File: config.mk
export PLATFORM = sky130hd
export DESIGN_NAME = board_irq_agg
export DESIGN_NICKNAME = d
export VERILOG_FILES = /design/src/rtl/board_irq_pkg.sv /design/src/rtl/xfer_ack_timer.sv /design/src/rtl/irq_pend_bank.sv /design/src/rtl/irq_mask_merge.sv /design/src/rtl/board_irq_agg.sv
export SDC_FILE = /design/constraint.sdc
export NUM_CORES = 1
export LEC_CHECK = 0
export BUFFER_PORTS_ARGS = -buffer_cell sky130_fd_sc_hd__buf_2
export CAP_MARGIN = 20
export CORE_MARGIN = 2
export CORE_UTILIZATION = 45
export CTS_BUF_LIST = sky130_fd_sc_hd__clkbuf_16
export DETAILED_ROUTE_END_ITERATION = 8
export MAX_ROUTING_LAYER = met4
export PLACE_DENSITY = 0.83
export SYNTH_ARGS = -nofsm -noshare
export SYNTH_HDL_FRONTEND = slang
export SYNTH_HIERARCHICAL = 1
export SYNTH_SLANG_ARGS = --single-unit
File: constraint.sdc
create_clock -name clk -period 1 [get_ports clk]
set_input_delay 0.15 -clock clk [delete_from_list [all_inputs] [get_ports clk]]
set_output_delay 0.15 -clock clk [all_outputs]
set_load 0.005 [all_outputs]
File: src/rtl/board_irq_pkg.sv
package board_irq_pkg;
  localparam int unsigned IRQ_W   = 8;
  localparam int unsigned B_LOS   = 0;
  localparam int unsigned B_LOL   = 1;
  localparam int unsigned B_NTX   = 2;
  localparam int unsigned B_FRM   = 3;
  localparam int unsigned B_CLK   = 4;
  localparam int unsigned B_ATO   = 5;
  localparam int unsigned B_SYS   = 6;
  localparam logic [IRQ_W-1:0] LEVEL_MASK = 8'h5F;
  localparam logic [IRQ_W-1:0] LATCH_MASK = 8'h20;
  localparam logic [IRQ_W-1:0] LIVE_MASK  = LEVEL_MASK | LATCH_MASK;
  typedef enum logic {SEL_PEND = 1'b0, SEL_EN = 1'b1} reg_sel_e;
endpackage

File: src/rtl/xfer_ack_timer.sv
module xfer_ack_timer #(
  parameter int unsigned LIMIT = 16
) (
  input  logic clk,
  input  logic rst_n,
  input  logic start_i,
  input  logic ack_i,
  output logic expire_o
);
  localparam int unsigned CNT_W = (LIMIT > 1) ? $clog2(LIMIT) : 1;
  localparam logic [CNT_W-1:0] LAST = CNT_W'(LIMIT - 1);

  logic             busy_q;
  logic [CNT_W-1:0] cnt_q;
  logic             at_end;

  assign at_end   = (cnt_q == LAST);
  assign expire_o = busy_q && !ack_i && at_end && !start_i;

  always_ff @(posedge clk or negedge rst_n) begin
    if (!rst_n) begin
      busy_q <= 1'b0;
      cnt_q  <= '0;
    end else if (start_i) begin
      busy_q <= 1'b1;
      cnt_q  <= '0;
    end else if (busy_q) begin
      if (ack_i || at_end) begin
        busy_q <= 1'b0;
        cnt_q  <= '0;
      end else begin
        cnt_q <= cnt_q + 1'b1;
      end
    end
  end

  // the window closes after an expiry
  p_window_close_r5: assert property (@(posedge clk) disable iff (!rst_n)
    expire_o |=> !busy_q);
  // an acknowledge ends the running window
  p_ack_cancel_r6: assert property (@(posedge clk) disable iff (!rst_n)
    (busy_q && ack_i && !start_i) |=> !busy_q);
  // a start always opens a fresh window
  p_restart_r9: assert property (@(posedge clk) disable iff (!rst_n)
    start_i |=> (busy_q && cnt_q == '0));
endmodule

File: src/rtl/irq_pend_bank.sv
module irq_pend_bank #(
  parameter int unsigned W = 8,
  parameter logic [W-1:0] LEVEL_MASK = '0,
  parameter logic [W-1:0] LATCH_MASK = '0
) (
  input  logic         clk,
  input  logic         rst_n,
  input  logic [W-1:0] level_i,
  input  logic [W-1:0] set_i,
  input  logic [W-1:0] clr_i,
  output logic [W-1:0] pend_o
);
  logic [W-1:0] pend_q;
  logic [W-1:0] pend_d;

  assign pend_d = (level_i & LEVEL_MASK)
                | (LATCH_MASK & (set_i | (pend_q & ~clr_i)));

  always_ff @(posedge clk or negedge rst_n) begin
    if (!rst_n) pend_q <= '0;
    else        pend_q <= pend_d;
  end

  assign pend_o = pend_q;

  for (genvar i = 0; i < W; i++) begin : g_chk
    if (LATCH_MASK[i]) begin : g_sticky
      // a latched bit holds without a clear
      p_sticky_hold_r7: assert property (@(posedge clk) disable iff (!rst_n)
        (pend_q[i] && !clr_i[i]) |=> pend_q[i]);
      // a set beats a simultaneous clear
      p_set_wins_r8: assert property (@(posedge clk) disable iff (!rst_n)
        set_i[i] |=> pend_q[i]);
    end else if (LEVEL_MASK[i]) begin : g_level
      // a level bit mirrors its source one edge later
      p_level_follow_r2: assert property (@(posedge clk) disable iff (!rst_n)
        1'b1 |=> (pend_q[i] == $past(level_i[i])));
    end
  end
endmodule

File: src/rtl/irq_mask_merge.sv
module irq_mask_merge #(
  parameter int unsigned W = 8,
  parameter logic [W-1:0] EN_MASK = '1
) (
  input  logic         clk,
  input  logic         rst_n,
  input  logic         en_wr_i,
  input  logic [W-1:0] wdata_i,
  input  logic [W-1:0] pend_i,
  output logic [W-1:0] en_o,
  output logic         irq_n_o
);
  logic [W-1:0] en_q;
  logic         irq_n_q;
  logic         any_live;

  assign any_live = |(pend_i & en_q);

  always_ff @(posedge clk or negedge rst_n) begin
    if (!rst_n) begin
      en_q    <= '0;
      irq_n_q <= 1'b1;
    end else begin
      if (en_wr_i) en_q <= wdata_i & EN_MASK;
      irq_n_q <= !any_live;
    end
  end

  assign en_o    = en_q;
  assign irq_n_o = irq_n_q;

  // an enabled pending bit pulls the line low next cycle
  p_irq_assert_r4: assert property (@(posedge clk) disable iff (!rst_n)
    (|(pend_i & en_o)) |=> !irq_n_o);
  // with nothing enabled and pending the line is released next cycle
  p_irq_release_r4: assert property (@(posedge clk) disable iff (!rst_n)
    !(|(pend_i & en_o)) |=> irq_n_o);
  // the enable register changes only on a write
  p_en_stable_r3: assert property (@(posedge clk) disable iff (!rst_n)
    !en_wr_i |=> $stable(en_o));
endmodule

File: src/rtl/board_irq_agg.sv
module board_irq_agg
  import board_irq_pkg::*;
#(
  parameter int unsigned ACK_LIMIT = 16
) (
  input  logic             clk,
  input  logic             rst_n,
  input  logic             los_i,
  input  logic             lol_i,
  input  logic             ntx_i,
  input  logic             framer_i,
  input  logic             clkerr_i,
  input  logic             syserr_i,
  input  logic             lbus_start_i,
  input  logic             lbus_ack_i,
  input  logic             reg_wr_i,
  input  logic             reg_sel_i,
  input  logic [IRQ_W-1:0] reg_wdata_i,
  output logic [IRQ_W-1:0] reg_rdata_o,
  output logic             irq_n_o
);
  logic [IRQ_W-1:0] level_vec;
  logic [IRQ_W-1:0] set_vec;
  logic [IRQ_W-1:0] clr_vec;
  logic [IRQ_W-1:0] pend;
  logic [IRQ_W-1:0] en;
  logic             expire;
  logic             pend_wr;
  logic             en_wr;

  always_comb begin
    level_vec        = '0;
    level_vec[B_LOS] = los_i;
    level_vec[B_LOL] = lol_i;
    level_vec[B_NTX] = ntx_i;
    level_vec[B_FRM] = framer_i;
    level_vec[B_CLK] = clkerr_i;
    level_vec[B_SYS] = syserr_i;
  end

  assign pend_wr = reg_wr_i && (reg_sel_e'(reg_sel_i) == SEL_PEND);
  assign en_wr   = reg_wr_i && (reg_sel_e'(reg_sel_i) == SEL_EN);
  assign clr_vec = pend_wr ? reg_wdata_i : '0;

  always_comb begin
    set_vec        = '0;
    set_vec[B_ATO] = expire;
  end

  xfer_ack_timer #(.LIMIT(ACK_LIMIT)) u_timer (
    .clk      (clk),
    .rst_n    (rst_n),
    .start_i  (lbus_start_i),
    .ack_i    (lbus_ack_i),
    .expire_o (expire)
  );

  irq_pend_bank #(.W(IRQ_W), .LEVEL_MASK(LEVEL_MASK), .LATCH_MASK(LATCH_MASK)) u_pend (
    .clk     (clk),
    .rst_n   (rst_n),
    .level_i (level_vec),
    .set_i   (set_vec),
    .clr_i   (clr_vec),
    .pend_o  (pend)
  );

  irq_mask_merge #(.W(IRQ_W), .EN_MASK(LIVE_MASK)) u_merge (
    .clk     (clk),
    .rst_n   (rst_n),
    .en_wr_i (en_wr),
    .wdata_i (reg_wdata_i),
    .pend_i  (pend),
    .en_o    (en),
    .irq_n_o (irq_n_o)
  );

  assign reg_rdata_o = (reg_sel_e'(reg_sel_i) == SEL_EN) ? en : pend;

  // reserved bits of the pending register never become set
  p_reserved_zero_r10: assert property (@(posedge clk) disable iff (!rst_n)
    1'b1 |=> ((pend & ~LIVE_MASK) == '0));
  // an expiry shows up in the pending register one edge later
  p_expire_seen_r5: assert property (@(posedge clk) disable iff (!rst_n)
    expire |=> pend[B_ATO]);
endmodule

==> impl_metrics.env, run 1 <==
export IMPL_status="finished, violations left"
export IMPL_violations="negative setup slack"
export IMPL_power_density_nw_per_um2=1600
export IMPL_multiInputGateArea_um2=400
export IMPL_crit_arrival_ns=1.04
export IMPL_nets=138
export IMPL_vias_per_cell=4.87
export IMPL_seqCellArea_um2=502
export IMPL_syn_instance_count=72
export IMPL_final_cell_area_um2=1340
export IMPL_h_tree_depth=1
export IMPL_cp_end_kind="output pin"
export IMPL_syn_avg_cell_area_um2=12.9
export IMPL_maxCapViolCount=0
export IMPL_report_final_hold_viol_count=0
export IMPL_drt_iter0_drc=10
export IMPL_rsz0062_at_grt="true"
export IMPL_cts_tree="done"
export IMPL_die_w_um=49.5
export IMPL_grt_max_degree=21
export IMPL_die_area_um2=2450
export IMPL_routed_wl_um=2050
export IMPL_initial_core_util=0.474
export IMPL_worst_path_buf_inv=1
export IMPL_finalCritPeriodShare=1.19
export IMPL_io_pins=29
export IMPL_routed_via_count=697
export IMPL_core_area_um2=1960
export IMPL_grt_first_pass_wirelength_um=3200
export IMPL_total_leakage_power_nw=0.671
export IMPL_cts_clk_slew_worst_paths_ns=0.05
export IMPL_gr_total_overflow=0
export IMPL_crit_chain="mux2_4 > buf_6"
export IMPL_crit_type="reg2out"
export IMPL_crit_required_ns=0.85
export IMPL_synthesis_area_um2=930
export IMPL_cts_sinks=20
export IMPL_worstSkewPairLatency_ns=0.25
export IMPL_setup_tns_ns=-1.47
export IMPL_wl_per_cell_um=14.3
export IMPL_fin_ws_ns=-0.185
export IMPL_root_buffer="clkbuf_16"
export IMPL_setup_viol=14
export IMPL_holdCritPathClass="in2reg"
export IMPL_place_inst=125
export IMPL_worstHoldPathCells=1
export IMPL_peakVddDrop_uv=1440
export IMPL_die_h_um=49.5
export IMPL_gp_congestion=0.747
export IMPL_numCtsBuffers=3
export IMPL_r2r_cells=3
export IMPL_num_rows=16
export IMPL_max_stage_delay_ns=0.40
export IMPL_syn_nets=93
export IMPL_io_buffers=26
export IMPL_whs_ns=0.00666
export IMPL_cp_depth=2
export IMPL_drive_above_1_share=0.595
export IMPL_dr_pass1_iters=4
export IMPL_num_antenna_cells=0
export IMPL_final_cell_count_no_fill=143
export IMPL_skew_ns=0.000360
export IMPL_cp_top_family="flip-flops"
export IMPL_finalCriticalPeriod_ns=1.19
export IMPL_nFillCells=162
export IMPL_first_global_vias=740
export IMPL_hpwl_um=1310
export IMPL_drcViolationCount=0
export IMPL_antenna_found_initial=0
export IMPL_slew_violations=0
export IMPL_dpl_cell_area_um2=1090
export IMPL_slowest_stage="dfrtp_1"
export IMPL_critical_path_max_fanout=3
export IMPL_grtUsageTotal=0.183
export IMPL_worstSetupStartpointType="flop"
export IMPL_fmax_mhz=844
export IMPL_ys_warn_count=6
export IMPL_clk_path_buf_depth=2
export IMPL_ant_nets=0
export IMPL_syn_to_final_growth_pct=44.5
## layer usage
layer,part of all wire,up-vias,GRT usage
met1,0.42,334,0.200
met5,0,-,-
li1,-,338,-
met4,0.024,0,0.0972
met3,0.038,4,0.0333
met2,0.52,21,0.315
## metrics by stage
stage	setup WS, ns	utilization	power [mW]
after floorplan	-0.0387	-	1.09
after global placement	-0.0665	0.554	1.19
after detailed placement	-0.0769	0.554	1.20
after CTS	-0.193	0.663	2.13
after global routing	-0.210	0.685	2.24
final	-0.185	0.685	2.15
## placed cells by master (no fill, tap or decap), types with 2 or more instances in the layout
master,count
buf_4,17
mux2_4,6
buf_6,7
a21o_1,2
conb_1,2
a22oi_1,3
mux2_2,9
dlygate4sd3_1,2
buf_2,19
inv_1,3
nor2_1,2
clkbuf_16,3
dfrtp_1,19
nand2_1,4
o21ai_1,3
## power breakdown
group	internal (mW)	switching [mW]	total, mW
clock network	0.532	0.279	0.811
logic	0.269	0.144	0.413
registers	0.882	0.0414	0.923
total	1.68	0.464	2.15
## worst reg2reg max path: cells and delay by family, from the launching register on
kind,cells,cell delay [ns]
AOI/OAI and AO/OA,1,0.07
and+or+nand+nor,2,0.58
DFF,1,0.35
## sequential cells by signal, summed over array words and instances (netlist names)
signal           cells
u_merge/en_o         7
u_merge/irq_n_o      1
u_pend/pend_o        7
u_timer/busy_q       1
u_timer/cnt_q        4
## final cells by class
type / count / area share
timing repair buffer: 45 / 0.239
sequential: 20 / 0.373
inverter: 2 / 0.00559
clock inverter: 1 / 0.00279
tap: 27 / 0.0251
clock buffer: 3 / 0.0559
multi-input combinational: 45 / 0.298
## final timing paths
check / endpoint / startpoint / slack, ns
setup / recovery: reg_rdata_o[3] / u_merge/en_o[3]$_DFFE_PN0P_ / -0.19
hold / removal: u_pend/pend_o[4]$_DFF_PN0_ / clkerr_i / 0.007
setup reg to reg: u_timer/cnt_q[3]$_DFFE_PN0P_ / u_timer/busy_q$_DFF_PN0_ / -0.08
hold reg to reg: u_timer/cnt_q[1]$_DFFE_PN0P_ / u_timer/cnt_q[1]$_DFFE_PN0P_ / 0.54
max in group asynchronous: u_merge/irq_n_o$_DFF_PN1_ / rst_n / 0.29
min in group asynchronous: u_pend/pend_o[6]$_DFF_PN0_ / rst_n / 0.38
## what timing repair did
item	4_1_cts	5_1_grt
pin swaps	1	2
gates resized for setup	11	3
hold buffers	1	1
setup endpoints to repair	12	14
hold endpoints to repair	19	1
setup buffers	9	3
Power figures use the tool's default switching activity.
==> run 2, diff against run 1 <==
--- a/config.mk
+++ b/config.mk
@@ -5,14 +5,14 @@
 export SDC_FILE = /design/constraint.sdc
 export NUM_CORES = 1
 export LEC_CHECK = 0
-export BUFFER_PORTS_ARGS = -buffer_cell sky130_fd_sc_hd__buf_2
 export CAP_MARGIN = 20
 export CORE_MARGIN = 2
-export CORE_UTILIZATION = 45
+export CORE_UTILIZATION = 54
 export CTS_BUF_LIST = sky130_fd_sc_hd__clkbuf_16
 export DETAILED_ROUTE_END_ITERATION = 8
+export DONT_BUFFER_PORTS = 1
 export MAX_ROUTING_LAYER = met4
-export PLACE_DENSITY = 0.83
+export PLACE_DENSITY = 0.81
 export SYNTH_ARGS = -nofsm -noshare
 export SYNTH_HDL_FRONTEND = slang
 export SYNTH_HIERARCHICAL = 1
==> run 2 against run 1 <==
  * The run still ends with negative setup slack left
  * Wire length down 6.6%
  * Via count is 6.9% lower
  * First-iteration DRC count fell by 60%
  * Maximum frequency increased by 0.50%
  * Non-clock buffer count down 22
  * Final cell count fell by 23%
  * Largest power group is now the clock network
  * Sequential power is essentially flat
==> impl_metrics.env, run 2 (same netlist as run 1, synthesis figures left out) <==
export IMPL_status="finished, violations left"
export IMPL_violations="negative setup slack"
export IMPL_crit_arrival_ns=1.03
export IMPL_worstSetupStartpointType="flop"
export IMPL_seqPwrFrac=0.396
export IMPL_crit_chain="buf_6 > mux2_4"
export IMPL_cts_sinks=20
export IMPL_total_leakage_power_nw=0.584
export IMPL_cts_tree="done"
export IMPL_peakVddDrop_uv=1610
export IMPL_max_slew_margin=0.436
export IMPL_first_global_vias=663
export IMPL_power_density_nw_per_um2=1880
export IMPL_worstHoldPathCells=1
export IMPL_die_area_um2=2070
export IMPL_critical_path_max_fanout=2
export IMPL_io_pins=29
export IMPL_post_place_ws_ns=-0.0886
export IMPL_die_w_um=45.5
export IMPL_num_antenna_cells=0
export IMPL_crit_required_ns=0.85
export IMPL_routed_wl_um=1920
export IMPL_gr_total_overflow=0
export IMPL_worst_pin_slew_ns=0.847
export IMPL_drcViolationCount=0
export IMPL_r2r_cells=4
export IMPL_slowest_stage="dfrtp_1"
export IMPL_nFillCells=89
export IMPL_fmax_mhz=848
export IMPL_cp_end_kind="output pin"
export IMPL_p_sw_uw=455
export IMPL_drive_above_1_share=0.468
export IMPL_grt_first_pass_wirelength_um=2850
export IMPL_grtUsageTotal=0.214
export IMPL_report_final_hold_viol_count=0
export IMPL_num_rows=14
export IMPL_worstSkewPairLatency_ns=0.26
export IMPL_ant_nets=0
export IMPL_p_sw_frac=0.195
export IMPL_min_from="reg_wdata_i[5]"
export IMPL_maxCapViolCount=0
export IMPL_fin_ws_ns=-0.180
export IMPL_root_buffer="clkbuf_16"
export IMPL_numCtsBuffers=3
export IMPL_holdCritPathClass="in2reg"
export IMPL_wl_per_cell_um=17.4
export IMPL_rsz0062_at_grt="true"
export IMPL_max_stage_delay_ns=0.39
export IMPL_pwr_share_clk=0.473
export IMPL_finalCritPeriodShare=1.18
export IMPL_cts_clk_slew_worst_paths_ns=0.06
export IMPL_gp_congestion=0.777
export IMPL_holdPathEnd="u_merge/en_o[5]$_DFFE_PN0P_"
export IMPL_crit_type="reg2out"
export IMPL_routed_via_count=649
export IMPL_combPwrFrac=0.132
export IMPL_nets=116
export IMPL_initial_core_util=0.596
export IMPL_io_buffers=0
export IMPL_power_internal_mw=1.87
export IMPL_final_common_cell="dfrtp_1"
export IMPL_die_h_um=45.5
export IMPL_place_inst=88
export IMPL_skew_ns=0.00578
export IMPL_slew_violations=0
export IMPL_setup_viol=14
export IMPL_rr_startpoint="u_timer/cnt_q[0]$_DFFE_PN0P_"
export IMPL_dr_pass1_iters=4
export IMPL_hpwl_um=1140
export IMPL_vias_per_cell=5.90
export IMPL_r2r_end="u_timer/cnt_q[1]$_DFFE_PN0P_"
export IMPL_h_tree_depth=1
export IMPL_clk_path_buf_depth=2
export IMPL_final_cell_count_no_fill=110
export IMPL_cp_top_family="flip-flops"
export IMPL_drt_iter0_drc=4
export IMPL_rrSetupSlack_ns=-0.13
export IMPL_grt_max_degree=21
export IMPL_worst_path_buf_inv=1
export IMPL_setup_tns_ns=-1.01
export IMPL_core_area_um2=1560
export IMPL_syn_to_final_growth_pct=33.6
export IMPL_post_layout_total_power_mw=2.33
export IMPL_finalCriticalPeriod_ns=1.18
export IMPL_layout_common_cells="19 x dfrtp_1, 14 x buf_4, 10 x mux2_2, 7 x dlygate4sd3_1, 5 x mux2_4"
export IMPL_antenna_found_initial=0
==> run 2: cell types whose count changed in the layout (fill, tap and decap cells not counted), moves of 3 or more <==
| cell | previous run | this run |
|---|---|---|
| buf_2 | 19 | 0 |
| buf_4 | 17 | 14 |
| buf_6 | 7 | 1 |
| dlygate4sd3_1 | 2 | 7 |
==> run 2: metal layers <==
metal | wire length [um] | GRT usage | vias to the layer above
met1 | 752 | 0.211 | 323
met5 | 0 | - | -
met3 | 130 | 0.0754 | 8
met4 | 46 | 0.135 | 0
li1 | - | - | 292
met2 | 986 | 0.352 | 26
==> run 2: per-stage QoR <==
stage               instance area, um2   util  hold WS [ns]
global route                      1240  0.797        0.0418
finish                            1240  0.797        0.0438
CTS                               1200  0.770        0.0410
global placement                   943  0.605        -0.145
detailed placement                 943  0.605        -0.145
floorplan                          942      -        -0.146
==> run 2: worst max path at each step <==
stage | from | to | slack, ns | cells after the start
4_1_cts | u_merge/en_o[3]$_DFFE_PN0P_ | reg_rdata_o[3] | -0.18 | 2
5_1_grt | u_merge/en_o[3]$_DFFE_PN0P_ | reg_rdata_o[3] | -0.20 | 2
2_1_floorplan | u_timer/cnt_q[3]$_DFFE_PN0P_ | u_timer/cnt_q[3]$_DFFE_PN0P_ | -0.04 | 2
3_5_place_dp | u_timer/cnt_q[0]$_DFFE_PN0P_ | u_timer/cnt_q[3]$_DFFE_PN0P_ | -0.09 | 4
3_3_place_gp | u_timer/cnt_q[0]$_DFFE_PN0P_ | u_timer/cnt_q[3]$_DFFE_PN0P_ | -0.06 | 4
6_report | u_merge/en_o[3]$_DFFE_PN0P_ | reg_rdata_o[3] | -0.18 | 2
==> run 2: area by class of cell <==
type | instances | area (um2) | area share
clock buffers | 3 | 75.1 | 0.0604
well taps | 16 | 20.0 | 0.0161
flip-flops and latches | 20 | 502 | 0.404
multi-input cells | 45 | 409 | 0.329
clock inverters | 1 | 30.0 | 0.0242
inverters | 2 | 7.51 | 0.00604
repair buffers | 23 | 199 | 0.160
==> run 2: timing repair <==
action / in CTS / in global routing
pin swaps: 4 / 7
gates resized for setup: 5 / 6
hold buffers: 8 / 0
hold endpoints to repair: 28 / 0
endpoints found under the setup margin: 12 / 34
buffers inserted: 7 / 3
==> run 2: power groups by stage <==
stage	Sequential [mW]	Combinational, mW	Clock [mW]
floorplan	0.929	0.163	0
global placement	0.935	0.164	0
detailed placement	0.939	0.170	0
CTS	0.922	0.275	1.10
global route	0.931	0.334	1.14
finish	0.921	0.307	1.10
